<file path="config.mk">
export PLATFORM = sky130hd
export DESIGN_NAME = dma_chan_status
export DESIGN_NICKNAME = d
export VERILOG_FILES = /design/src/rtl/dmast_pkg.sv /design/src/rtl/dmast_escape_qual.sv /design/src/rtl/dmast_flag.sv /design/src/rtl/dmast_readmux.sv /design/src/rtl/dma_chan_status.sv
export SDC_FILE = /design/constraint.sdc
export NUM_CORES = 1
export LEC_CHECK = 0
export ABC_AREA = 1
export CORE_AREA = 2 2 39 41
export DETAILED_ROUTE_END_ITERATION = 16
export DIE_AREA = 0 0 41 43
export DONT_BUFFER_PORTS = 1
export GPL_TIMING_DRIVEN = 0
export HOLD_SLACK_MARGIN = 0.1
export PLACE_DENSITY = 0.41
export SLEW_MARGIN = 20
export SYNTH_ARGS = -nofsm -noshare
export SYNTH_HDL_FRONTEND = slang
export SYNTH_SLANG_ARGS = --single-unit
</file>
<file path="constraint.sdc">
create_clock -name clk -period 0.8 [get_ports clk]
set_input_delay 0.16 -clock clk [delete_from_list [all_inputs] [get_ports clk]]
set_output_delay 0.16 -clock clk [all_outputs]
set_load 0.02 [all_outputs]
</file>
<file path="src/rtl/dmast_pkg.sv">
package dmast_pkg;
  localparam int REG_W     = 8;
  localparam int POS_ESC   = 0;
  localparam int POS_TEND  = 4;
  localparam int POS_ACT   = 7;
  localparam int NUM_FLAGS = 2;

  typedef enum logic [1:0] {
    MODE_NORMAL = 2'b00,
    MODE_REPEAT = 2'b01,
    MODE_BLOCK  = 2'b10,
    MODE_RSVD   = 2'b11
  } xfer_mode_e;

  // flag index 0 is escape-end, 1 is transfer-end
  function automatic int flag_pos(input int idx);
    return (idx == 0) ? POS_ESC : POS_TEND;
  endfunction

  function automatic logic [REG_W-1:0] pack_status(input logic act,
                                                   input logic tend,
                                                   input logic esc);
    logic [REG_W-1:0] v;
    v = '0;
    v[POS_ACT]  = act;
    v[POS_TEND] = tend;
    v[POS_ESC]  = esc;
    return v;
  endfunction
endpackage

</file>
<file path="src/rtl/dmast_escape_qual.sv">
module dmast_escape_qual #(
  parameter int AREA_W = 5
) (
  input  logic              evt_unit_done,
  input  logic              evt_block_done,
  input  logic              evt_src_ovf,
  input  logic              evt_dst_ovf,
  input  logic [1:0]        mode,
  input  logic              rpt_ie,
  input  logic              src_ovf_ie,
  input  logic              dst_ovf_ie,
  input  logic [AREA_W-1:0] src_area,
  input  logic [AREA_W-1:0] dst_area,
  output logic              hit_unit,
  output logic              hit_block,
  output logic              hit_src,
  output logic              hit_dst,
  output logic              esc_set
);
  import dmast_pkg::*;

  function automatic logic area_on(input logic [AREA_W-1:0] a);
    return |a;
  endfunction

  xfer_mode_e mode_e;
  assign mode_e = xfer_mode_e'(mode);

  assign hit_unit  = evt_unit_done  && rpt_ie && (mode_e == MODE_REPEAT);
  assign hit_block = evt_block_done && rpt_ie && (mode_e == MODE_BLOCK);
  assign hit_src   = evt_src_ovf && src_ovf_ie && area_on(src_area);
  assign hit_dst   = evt_dst_ovf && dst_ovf_ie && area_on(dst_area);
  assign esc_set   = hit_unit | hit_block | hit_src | hit_dst;
endmodule

</file>
<file path="src/rtl/dmast_flag.sv">
module dmast_flag #(
  parameter int REG_W   = 8,
  parameter int BIT_POS = 0
) (
  input  logic             clk,
  input  logic             rst_n,
  input  logic             set_i,
  input  logic             sw_wr_i,
  input  logic [REG_W-1:0] sw_wdata_i,
  input  logic             restart_i,
  output logic             flag_o
);
  logic sw_clear;
  logic any_clear;
  logic unused_wbits;

  assign unused_wbits = ^sw_wdata_i;
  assign sw_clear  = sw_wr_i && !sw_wdata_i[BIT_POS];
  assign any_clear = sw_clear || restart_i;

  always_ff @(posedge clk or negedge rst_n) begin
    if (!rst_n)          flag_o <= 1'b0;
    else if (set_i)      flag_o <= 1'b1;
    else if (any_clear)  flag_o <= 1'b0;
  end

  // a set wins over any clear in the same cycle
  assert_set_wins_R11: assert property (@(posedge clk) disable iff (!rst_n)
    set_i |=> flag_o);
  // a clear with no set empties the flag
  assert_clear_takes_R8: assert property (@(posedge clk) disable iff (!rst_n)
    (any_clear && !set_i) |=> !flag_o);
  // a write of 1 with no set or restart keeps the flag
  assert_write_one_holds_R8: assert property (@(posedge clk) disable iff (!rst_n)
    (sw_wr_i && sw_wdata_i[BIT_POS] && !set_i && !restart_i) |=> $stable(flag_o));
endmodule

</file>
<file path="src/rtl/dmast_readmux.sv">
module dmast_readmux #(
  parameter int REG_W = 8
) (
  input  logic             bus_sel,
  input  logic             chan_active,
  input  logic             flag_tend,
  input  logic             flag_esc,
  output logic [REG_W-1:0] rdata
);
  import dmast_pkg::*;

  always_comb begin
    rdata = '0;
    if (bus_sel) rdata = pack_status(chan_active, flag_tend, flag_esc);
  end
endmodule

</file>
<file path="src/rtl/dma_chan_status.sv">
module dma_chan_status #(
  parameter int AREA_W = 5,
  parameter int REG_W  = dmast_pkg::REG_W
) (
  input  logic              clk,
  input  logic              rst_n,
  input  logic              evt_unit_done,
  input  logic              evt_block_done,
  input  logic              evt_src_ovf,
  input  logic              evt_dst_ovf,
  input  logic              evt_xfer_done,
  input  logic              enable_strobe,
  input  logic              chan_active,
  input  logic [1:0]        mode,
  input  logic              rpt_ie,
  input  logic              src_ovf_ie,
  input  logic              dst_ovf_ie,
  input  logic [AREA_W-1:0] src_area,
  input  logic [AREA_W-1:0] dst_area,
  input  logic              bus_sel,
  input  logic              bus_wr,
  input  logic [REG_W-1:0]  bus_wdata,
  output logic [REG_W-1:0]  bus_rdata,
  output logic              irq_escape,
  output logic              irq_xfer_end
);
  import dmast_pkg::*;

  logic hit_unit, hit_block, hit_src, hit_dst, esc_set;
  logic sw_write;
  logic [NUM_FLAGS-1:0] flag_set;
  logic [NUM_FLAGS-1:0] flag_q;

  assign sw_write = bus_sel && bus_wr;

  dmast_escape_qual #(.AREA_W(AREA_W)) qual_i (
    .evt_unit_done (evt_unit_done),
    .evt_block_done(evt_block_done),
    .evt_src_ovf   (evt_src_ovf),
    .evt_dst_ovf   (evt_dst_ovf),
    .mode          (mode),
    .rpt_ie        (rpt_ie),
    .src_ovf_ie    (src_ovf_ie),
    .dst_ovf_ie    (dst_ovf_ie),
    .src_area      (src_area),
    .dst_area      (dst_area),
    .hit_unit      (hit_unit),
    .hit_block     (hit_block),
    .hit_src       (hit_src),
    .hit_dst       (hit_dst),
    .esc_set       (esc_set)
  );

  assign flag_set[0] = esc_set;
  assign flag_set[1] = evt_xfer_done;

  for (genvar g = 0; g < NUM_FLAGS; g++) begin : g_flag
    dmast_flag #(.REG_W(REG_W), .BIT_POS(flag_pos(g))) flag_i (
      .clk       (clk),
      .rst_n     (rst_n),
      .set_i     (flag_set[g]),
      .sw_wr_i   (sw_write),
      .sw_wdata_i(bus_wdata),
      .restart_i (enable_strobe),
      .flag_o    (flag_q[g])
    );
  end

  assign irq_escape   = flag_q[0];
  assign irq_xfer_end = flag_q[1];

  dmast_readmux #(.REG_W(REG_W)) rd_i (
    .bus_sel    (bus_sel),
    .chan_active(chan_active),
    .flag_tend  (flag_q[1]),
    .flag_esc   (flag_q[0]),
    .rdata      (bus_rdata)
  );

  // reserved positions never read as 1
  assert_reserved_zero_R2: assert property (@(posedge clk) disable iff (!rst_n)
    bus_rdata[6:5] == 2'b00 && bus_rdata[3:1] == 3'b000);
  // interrupt requests agree with what the bus reads
  assert_irq_matches_R12: assert property (@(posedge clk) disable iff (!rst_n)
    bus_sel |-> (bus_rdata[0] == irq_escape && bus_rdata[4] == irq_xfer_end));
  // without a qualified hit and without clears the escape flag holds
  assert_no_spurious_R7: assert property (@(posedge clk) disable iff (!rst_n)
    (!esc_set && !enable_strobe && !sw_write) |=> $stable(irq_escape));
  // a repeat-unit hit always sets the escape flag
  assert_unit_sets_R3: assert property (@(posedge clk) disable iff (!rst_n)
    hit_unit |=> irq_escape);
  // address overflow hits set the escape flag
  assert_ovf_sets_R5: assert property (@(posedge clk) disable iff (!rst_n)
    (hit_src || hit_dst) |=> irq_escape);
  // transfer completion sets the transfer-end flag
  assert_tend_sets_R10: assert property (@(posedge clk) disable iff (!rst_n)
    evt_xfer_done |=> irq_xfer_end);
  // block hit only possible in block mode
  assert_block_mode_R4: assert property (@(posedge clk) disable iff (!rst_n)
    hit_block |-> (mode == 2'b10));
endmodule

</file>
Word level (Yosys, flattened, before mapping)
Index checks and enable logic that the tools add are counted.
{"block": "classes", "n_eq_ne": 2, "n_mux": 5, "n_bitwise": 3, "n_reduce_logical": 19}
{"op": "1-bit logical AND", "count": 11}
{"op": "5-bit OR reduction", "count": 2}
{"op": "8-bit two-way mux", "count": 1}
{"op": "1-bit two-way mux", "count": 4}
{"op": "2-bit nonzero test", "count": 2}
{"op": "1-bit OR", "count": 3}
{"op": "2-bit by 1-bit == test with 1-bit output (second input constant)", "count": 1}
{"op": "2-bit == test (second input constant)", "count": 1}
{"op": "1-bit zero test", "count": 2}
{"op": "1-bit logical OR", "count": 2}
{"block": "word_totals", "register_bits": 2, "input_bits": 34}

Longest topological paths before layout
Gate-level depths: netlist of the first run.
{"block": "depth", "word_depth": 6, "depth_mapped": 6, "depth_no_buf": 6}

Modules after synthesis
A second synthesis of the first run with hierarchy kept.
{"block": "hier_totals", "hier_cells": 55, "hier_area_um2": 291.5}
{"module": "dmast_escape_qual", "instances": 1, "cells_each": 25, "area_per_inst_um2": 112.6}
{"module": "dmast_flag", "instances": 2, "cells_each": 8, "area_per_inst_um2": 53.8}
{"module": "dmast_readmux", "instances": 1, "cells_each": 12, "area_per_inst_um2": 63.8}
{"module": "dma_chan_status", "instances": 1, "cells_each": 2, "area_per_inst_um2": 7.5}

Worst setup path before layout of the first run
OpenSTA, ideal clock, no wires.
{"block": "synth_path", "kind": "register -> register", "startpoint": "register g_flag[0].flag_i.flag_o (netlist name)", "endpoint": "register g_flag[0].flag_i.flag_o", "setup_ns": 0.126, "arrival_time_ns": 0.714, "t_required_ns": 0.674, "path_slack_ns": -0.041, "stages_incl_launch_ff": 5, "path_buffers": 0, "cell_sequence": "dfrtp_1 > nand2_1 > nor2_1 > nor2_1 > nand3_1"}
{"item": "to (signal assigned)", "line": "dmast_flag.sv:22", "text": "if (!rst_n) flag_o <= 1'b0;"}
{"item": "to (signal assigned)", "line": "dmast_flag.sv:23", "text": "else if (set_i) flag_o <= 1'b1;"}
{"item": "to (signal assigned)", "line": "dmast_flag.sv:24", "text": "else if (any_clear) flag_o <= 1'b0;"}
{"item": "to (decl)", "line": "dmast_flag.sv:11", "text": "output logic flag_o"}

Worst setup path after layout of the first run
{"block": "layout_path", "startpoint": "register g_flag[0].flag_i.flag_o", "endpoint": "output bus_rdata[0]"}
{"block": "layout_via", "elab_chain_cells": 1}
{"item": "8-bit two-way mux", "line": "dmast_readmux.sv:14", "text": "if (bus_sel) rdata = pack_status(chan_active, flag_tend, flag_esc);"}
{"item": "to (decl)", "line": "dma_chan_status.sv:23", "text": "output logic [REG_W-1:0] bus_rdata,"}
No other way between the ends.

==> metrics.log, run 1 <==
[metrics] Largest register FFs: 2
[metrics] grt total ovfl: 0
[metrics] standard-cell row count: 14
[metrics] Worst Hold Margin: 0.108 ns
[metrics] share of total power in the clock network: 45.5%
[metrics] number of buffer and inverter stages on the critical path: 1
[metrics] die outline area: 1760 um2
[metrics] via-per-instance ratio: 3.80
[metrics] crit-path max cell delay: 0.46 ns
[metrics] cell family with most CP delay: flip-flops
[metrics] TritonCTS buffer count: 3
[metrics] result of the run: complete, but fails checks
[metrics] Layout fillers: 165
[metrics] largest net degree at the start of global routing: 5
[metrics] fraction of power spent switching nets: 31.4%
[metrics] basic-gate share of the synthesized area counting and, or, nand and nor cells: between 40% and 50%
[metrics] multiplexer share of the synthesized area: 0%
[metrics] Slew Limit Fails: 0
[metrics] HPWL after DPL: 481 um
[metrics] Layout Utilization: 24.4%
[metrics] nature of the critical path startpoint: flip-flop
[metrics] clock period minus final worst setup slack: 0.998 ns
[metrics] wire length of the first global-routing pass: roughly 730 um
[metrics] Cell variety after synth: 10
[metrics] period utilisation layout: 125%
[metrics] logic depth of the worst setup path including buffers: 2
[metrics] Leak: approximately 0.2 nW
[metrics] die extent in x: 41 um
[metrics] placer congestion estimate: 0.595
[metrics] Seq cells post-synth: 2
[metrics] largest family of logic cells by synthesized area: simple AND/OR/NAND/NOR gates
[metrics] Setup crit end kind: primary output
[metrics] final number of setup-violating endpoints: 5
[metrics] Core Area: 1380 um2
[metrics] Hold Path Depth: 2
[metrics] end of the worst hold path: g_flag[0].flag_i.flag_o$_DFFE_PN0P_
[metrics] clock latency reported for the late side of the worst-skew pair: 0.22 ns
[metrics] highest-count cells in the layout ignoring fill and taps: 12 x sky130_fd_sc_hd__nand2_1, 9 x sky130_fd_sc_hd__nor2_1, 6 x sky130_fd_sc_hd__inv_1
[metrics] final hold vios: 0
[metrics] Worst IR Drop VDD: ~370 uV
[metrics] adder-cell share of the synthesized area: 0%
[metrics] number of port buffers: 0
[metrics] startpoint-to-endpoint class of the critical path: reg -> out
[metrics] max_cap viols: 0
[metrics] initial DRC count: 3
[metrics] H-tree depth: 1
[metrics] mean instance size in the synthesized netlist: 5.51 um2
[metrics] start of the worst register-to-register path: g_flag[0].flag_i.flag_o$_DFFE_PN0P_
[metrics] combinational fraction of design power: 26.2%
[metrics] number of DRC violations after detailed routing: 0
[metrics] endpoint of the worst-slack reg-to-reg timing path: g_flag[0].flag_i.flag_o$_DFFE_PN0P_
[metrics] start point of the worst hold path: src_area[4]
[metrics] maximum clock frequency: roughly 1000 MHz
[metrics] Pre-antenna DRT Iters: 3
[metrics] Post-Synthesis Cell Area: 248 um2
[metrics] instance count of the mapped netlist: 45
[metrics] setup repair after global routing missed its margin: true
[metrics] R2R depth: 4
[metrics] data required time at the worst endpoint: 0.64 ns
[metrics] clock sink total: 2
[metrics] I/O pin cnt: between 40 and 50
[metrics] synth warn: 0
[metrics] parity-gate share of the synthesized area counting xor and xnor cells: 0%
[metrics] critical path fanouts, max: 3
[metrics] via total after detailed routing: 266
[metrics] worst setup timing slack at the placement stage: -0.0986 ns
[metrics] final setup slack of the worst path: -0.198 ns
[metrics] failing checks: setup timing
[metrics] worst-case register-to-register setup slack: -0.06 ns
[metrics] total inserted antenna cells: 0
[metrics] gr usage total: approximately 6.3%
[metrics] clock tree buffer depth: 2
[metrics] net switching component of the power: 0.000152 W
[metrics] die height: ~43 um
[metrics] routed wire length: 569 um
[metrics] detailed-route wire length per cell: around 8.1 um
[metrics] total power divided by cell area: 1430 nW/um2
[metrics] Total Neg Setup Slack: -0.508 ns
[metrics] cell-by-cell listing of the critical path: nand2_2 > inv_4
[metrics] share of cells above drive strength 1: between 20 and 30%
[metrics] Critical Path Slowest Stage Cell: sky130_fd_sc_hd__dfrtp_2
[metrics] relative contribution of sequential cells to total power: 28.3%
[metrics] Worst Hold Class: in -> reg
[metrics] Area Overhead vs Synth: 36.4%
[metrics] initial antenna violation count: 0
[metrics] clock edge transition at the registers on the reported setup and hold paths: 0.03 ns
[metrics] crit path DAT: about 0.84 ns
[metrics] number of global-route vias before repair: 227
[metrics] number of buffers inserted to repair setup after CTS: 0
[metrics] top register by number of flip-flops: g_flag.flag_i.flag_o
[metrics] proportion of synthesized chip area in sequential cells: ~20%
[metrics] Antenna Nets Post-Route: 0
[metrics] starting density of the core: roughly 18%
[metrics] internal power contribution: 0.000331 W
[metrics] most common library cell in the layout ignoring fill and taps: sky130_fd_sc_hd__nand2_1
[metrics] root buffer selected by CTS: sky130_fd_sc_hd__clkbuf_4
[metrics] CTS tree: yes
[metrics] Largest regs: g_flag.flag_i.flag_o: 2 flops
[metrics] number of nets in the finished design: 90
[metrics] fraction of the mapped netlist area in compound gates: 9.09%
[metrics] Worst Clk Skew: 0 ns
==> power by group through the flow <==
stage               Sequential [W]  Combinational (W)  Clock (W)
finish                    0.000137           0.000126   0.000220
global route              0.000139           0.000146   0.000238
CTS                       0.000136           0.000122   0.000239
detailed placement        0.000136           0.000110          0
global placement          0.000136           0.000109          0
floorplan                 0.000133           0.000102          0
==> cell type report <==
class                           instances  area (um2)  area share (%)
Clock buffer                            3        22.5            6.67
Multi-Input combinational cell         34         150            44.4
Tap cell                               16        20.0            5.93
Buffer                                  5        37.5            11.1
Inverter                                8        35.0            10.4
Timing Repair Buffer                    2        20.0            5.93
Sequential cell                         2        52.6            15.6
==> per-layer routing <==
| layer | wire (um) | track usage (%) | share of wire [%] |
|---|---|---|---|
| met1 | 195 | 5.75 | 34 |
| met5 | 0 | 0 | 0 |
| met3 | 81 | 3.14 | 14 |
| met4 | 0 | 4.00 | 0 |
| met2 | 293 | 10.3 | 51 |
==> metrics by stage <==
step | cell area (um2) | cells | power (W)
finish | 338 | 70 | 0.000483
global route | 338 | 70 | 0.000524
CTS | 330 | 70 | 0.000497
detailed placement | 285 | 65 | 0.000246
global placement | 285 | 65 | 0.000245
floorplan | 265 | 49 | 0.000235
==> Yosys cell counts <==
cell type                  instances  area, um2
sky130_fd_sc_hd__dfrtp_1           2       50.1
sky130_fd_sc_hd__nor2_2            1       6.26
sky130_fd_sc_hd__nand3_1           1       5.00
sky130_fd_sc_hd__conb_1            1       3.75
sky130_fd_sc_hd__nand2_1          14       52.6
sky130_fd_sc_hd__nand2_2           1       6.26
sky130_fd_sc_hd__o21bai_1          3       22.5
sky130_fd_sc_hd__nor2_1            9       33.8
sky130_fd_sc_hd__buf_4             5       37.5
sky130_fd_sc_hd__inv_1             8       30.0
==> cell families after synthesis <==
family | after synthesis
AOI/OAI and AO/OA | 3
buffers and inverters | 13
DFF | 2
other | 1
and+or+nand+nor | 26
==> worst max-delay path by stage <==
| stage | from | end |
|---|---|---|
| floorplan | g_flag[0].flag_i.flag_o$_DFFE_PN0P_ | g_flag[0].flag_i.flag_o$_DFFE_PN0P_ |
| global placement | g_flag[0].flag_i.flag_o$_DFFE_PN0P_ | g_flag[0].flag_i.flag_o$_DFFE_PN0P_ |
| detailed placement | g_flag[0].flag_i.flag_o$_DFFE_PN0P_ | g_flag[0].flag_i.flag_o$_DFFE_PN0P_ |
| CTS | g_flag[1].flag_i.flag_o$_DFFE_PN0P_ | bus_rdata[4] |
| global route | g_flag[0].flag_i.flag_o$_DFFE_PN0P_ | bus_rdata[0] |
| finish | g_flag[0].flag_i.flag_o$_DFFE_PN0P_ | bus_rdata[0] |
==> timing repair <==
action / 4_1_cts / 5_1_grt
gates resized for setup: 3 / 3
hold buffers: 2 / 0
endpoints found under the setup margin: 5 / 5
cloned: 0 / 0
endpoints found under the hold margin: 3 / 0
pin swaps: 5 / 0
Note: power is estimated with default switching activity, not from simulation.
==> inputs of run 2 (changes only) <==
Settings changed: PLACE_DENSITY 0.41 to not set, SETUP_SLACK_MARGIN set to 0.05.
==> run 2 against run 1 <==
Effect of this change: the flow still finishes with violations (setup timing); non-clock buffer count is the same; flip-flop and latch count stayed put; power shrank 1.0%; cell count did not move; critical endpoint is now bus_rdata[4]; highest routed layer unchanged; clock-buffer cell count unchanged; register-to-register slack worse by 0.03 ns; first-iteration DRC count down 100%; final area up 0.74%; combinational power about the same.
==> metrics.log, run 2 (same netlist as run 1, synthesis figures left out) <==
[metrics] result of the run: complete, but fails checks
[metrics] failing checks: setup timing
[metrics] number of buffers inserted to repair setup after CTS: 0 (unchanged)
[metrics] via-per-instance ratio: 3.77 (-0.75%)
[metrics] standard-cell row count: 14 (unchanged)
[metrics] top register by number of flip-flops: g_flag.flag_i.flag_o
[metrics] final setup slack of the worst path: -0.179 ns (+0.0184 ns)
[metrics] I/O pin cnt: 44 (unchanged)
[metrics] Total Neg Setup Slack: -0.512 ns (-0.00455 ns)
[metrics] number of nets in the finished design: 90 (unchanged)
[metrics] routed wire length: 499 um (-12%)
[metrics] H-tree depth: 1 (unchanged)
[metrics] final number of setup-violating endpoints: 5 (unchanged)
[metrics] CTS tree: yes
[metrics] Leak: 0.208 nW (+4.3%)
[metrics] clock period minus final worst setup slack: 0.979 ns (-0.0184 ns)
[metrics] gr usage total: 6.53% (+0.21 points)
[metrics] Worst Clk Skew: 0 ns (unchanged)
[metrics] via total after detailed routing: 264 (-0.75%)
[metrics] starting density of the core: 17.9% (unchanged)
[metrics] Critical Path Slowest Stage Cell: sky130_fd_sc_hd__dfrtp_2
[metrics] setup repair after global routing missed its margin: true
[metrics] Antenna Nets Post-Route: 0 (unchanged)
[metrics] final hold vios: 0 (unchanged)
[metrics] cell-by-cell listing of the critical path: nand2_2 > inv_4
[metrics] grt total ovfl: 0 (unchanged)
[metrics] Worst IR Drop VDD: 342 uV (-8.1%)
[metrics] data required time at the worst endpoint: 0.64 ns (about the same)
[metrics] cell family with most CP delay: flip-flops
[metrics] die height: 43 um (unchanged)
[metrics] Pre-antenna DRT Iters: 1 (-2)
[metrics] Worst Hold Class: in -> reg
[metrics] share of cells above drive strength 1: 29.6% (unchanged)
[metrics] wire length of the first global-routing pass: 717 um (-1.9%)
[metrics] Slew Limit Fails: 0 (unchanged)
[metrics] initial DRC count: 0 (-3)
[metrics] Core Area: 1380 um2 (unchanged)
[metrics] clock edge transition at the registers on the reported setup and hold paths: 0.03 ns (about the same)
[metrics] max_cap viols: 0 (unchanged)
[metrics] Setup crit end kind: primary output
[metrics] die extent in x: 41 um (unchanged)
[metrics] placer congestion estimate: 0.586 (-1.4%)
[metrics] crit-path max cell delay: 0.45 ns (about the same)
[metrics] total inserted antenna cells: 0 (unchanged)
[metrics] number of global-route vias before repair: 234 (+3.1%)
[metrics] HPWL after DPL: 473 um (-1.7%)
[metrics] number of DRC violations after detailed routing: 0 (unchanged)
[metrics] startpoint-to-endpoint class of the critical path: reg -> out
[metrics] initial antenna violation count: 0 (unchanged)
[metrics] period utilisation layout: 122% (-2.3 points)
[metrics] maximum clock frequency: 1020 MHz (+1.9%)
[metrics] number of buffer and inverter stages on the critical path: 1 (unchanged)
[metrics] Largest register FFs: 2 (unchanged)
[metrics] number of non-filler instances in the completed layout: 70 (unchanged)
[metrics] die outline area: 1760 um2 (unchanged)
[metrics] highest-count cells in the layout ignoring fill and taps: 12 x sky130_fd_sc_hd__nand2_1, 9 x sky130_fd_sc_hd__nor2_1, 6 x sky130_fd_sc_hd__inv_1
[metrics] Area Overhead vs Synth: 37.4%
[metrics] Total Power: 0.000478 W (-1.0%)
[metrics] Layout fillers: 156 (-5.5%)
[metrics] nature of the critical path startpoint: flip-flop
[metrics] placed insts: 65 (unchanged)
[metrics] clock sink total: 2 (unchanged)
[metrics] clock tree buffer depth: 2 (unchanged)
[metrics] Largest regs: g_flag.flag_i.flag_o: 2 flops
[metrics] critical path fanouts, max: 3 (unchanged)
[metrics] most common library cell in the layout ignoring fill and taps: sky130_fd_sc_hd__nand2_1
[metrics] detailed-route wire length per cell: 7.13 um (-12%)
[metrics] total power divided by cell area: 1410 nW/um2 (-1.7%)
[metrics] clock latency reported for the late side of the worst-skew pair: 0.22 ns (about the same)
[metrics] root buffer selected by CTS: sky130_fd_sc_hd__clkbuf_4
[metrics] number of port buffers: 0 (unchanged)
[metrics] TritonCTS buffer count: 3 (unchanged)
[metrics] largest net degree at the start of global routing: 5 (unchanged)
[metrics] crit path DAT: 0.82 ns (-0.02 ns)
==> run 2: cell count changes in the layout (fill, tap and decap cells not counted), sizes merged <==
cell,previous run,this run
dlymetal6s4s,0,1
dlygate4sd3,2,1
==> run 2: final timing paths <==
| path | start | end | slack (ns) | depth (start not counted) |
|---|---|---|---|---|
| min reg2reg | g_flag[1].flag_i.flag_o$_DFFE_PN0P_ | g_flag[1].flag_i.flag_o$_DFFE_PN0P_ | 0.65 | 2 |
| max | g_flag[1].flag_i.flag_o$_DFFE_PN0P_ | bus_rdata[4] | -0.18 | 2 |
| min in group asynchronous | rst_n | g_flag[1].flag_i.flag_o$_DFFE_PN0P_ | 0.18 | 1 |
| max reg2reg | g_flag[0].flag_i.flag_o$_DFFE_PN0P_ | g_flag[0].flag_i.flag_o$_DFFE_PN0P_ | -0.09 | 4 |
| max in group asynchronous | rst_n | g_flag[0].flag_i.flag_o$_DFFE_PN0P_ | 0.48 | 1 |
| min | dst_area[4] | g_flag[0].flag_i.flag_o$_DFFE_PN0P_ | 0.11 | 2 |
==> run 2: through the flow <==
step / hold WS (ns) / util [%] / worst slack, ns / instance area (um2)
global placement: -0.136 / 20.6 / -0.0776 / 285
global route: 0.130 / 24.6 / -0.220 / 340
floorplan: -0.136 / - / 0.0102 / 265
detailed placement: -0.136 / 20.6 / -0.0768 / 285
CTS: 0.100 / 23.9 / -0.200 / 330
finish: 0.109 / 24.6 / -0.179 / 340
==> run 2: per-layer routing <==
layer / up-vias / global-route usage, % / wire length (um)
met5: - / 0 / 0
met4: 0 / 6.00 / 0
met3: 0 / 3.14 / 93
met2: 23 / 10.9 / 245
met1: 103 / 4.82 / 159
li1: 138 / - / -
==> run 2: cell type report <==
class	count	area, um2	share of cell area, %
multi-input combinational	34	150	44.1
tap	16	20.0	5.88
clock buffer	3	22.5	6.62
sequential	2	52.6	15.4
timing repair buffer	2	22.5	6.62
buffer	5	37.5	11.0
inverter	8	35.0	10.3
==> run 2: worst register-to-register path, delay by kind of cell (launching register included) <==
| family | cells | cell delay (ns) |
|---|---|---|
| flops | 1 | 0.45 |
| simple gates | 4 | 0.32 |
==> run 2: what timing repair did <==
item / in CTS / in global routing
endpoints found under the hold margin: 3 / 0
gates resized for setup: 1 / 4
pin swaps: 2 / 2
hold buffers: 2 / 0
endpoints found under the setup margin: 5 / 6
==> run 2: power by group <==
group	leakage (nW)	switching, W	total (W)	internal (W)
Combinational	0.174	0.0000721	0.000126	0.0000538
Clock	0.0138	0.0000516	0.000216	0.000165
Sequential	0.0202	0.0000225	0.000136	0.000114
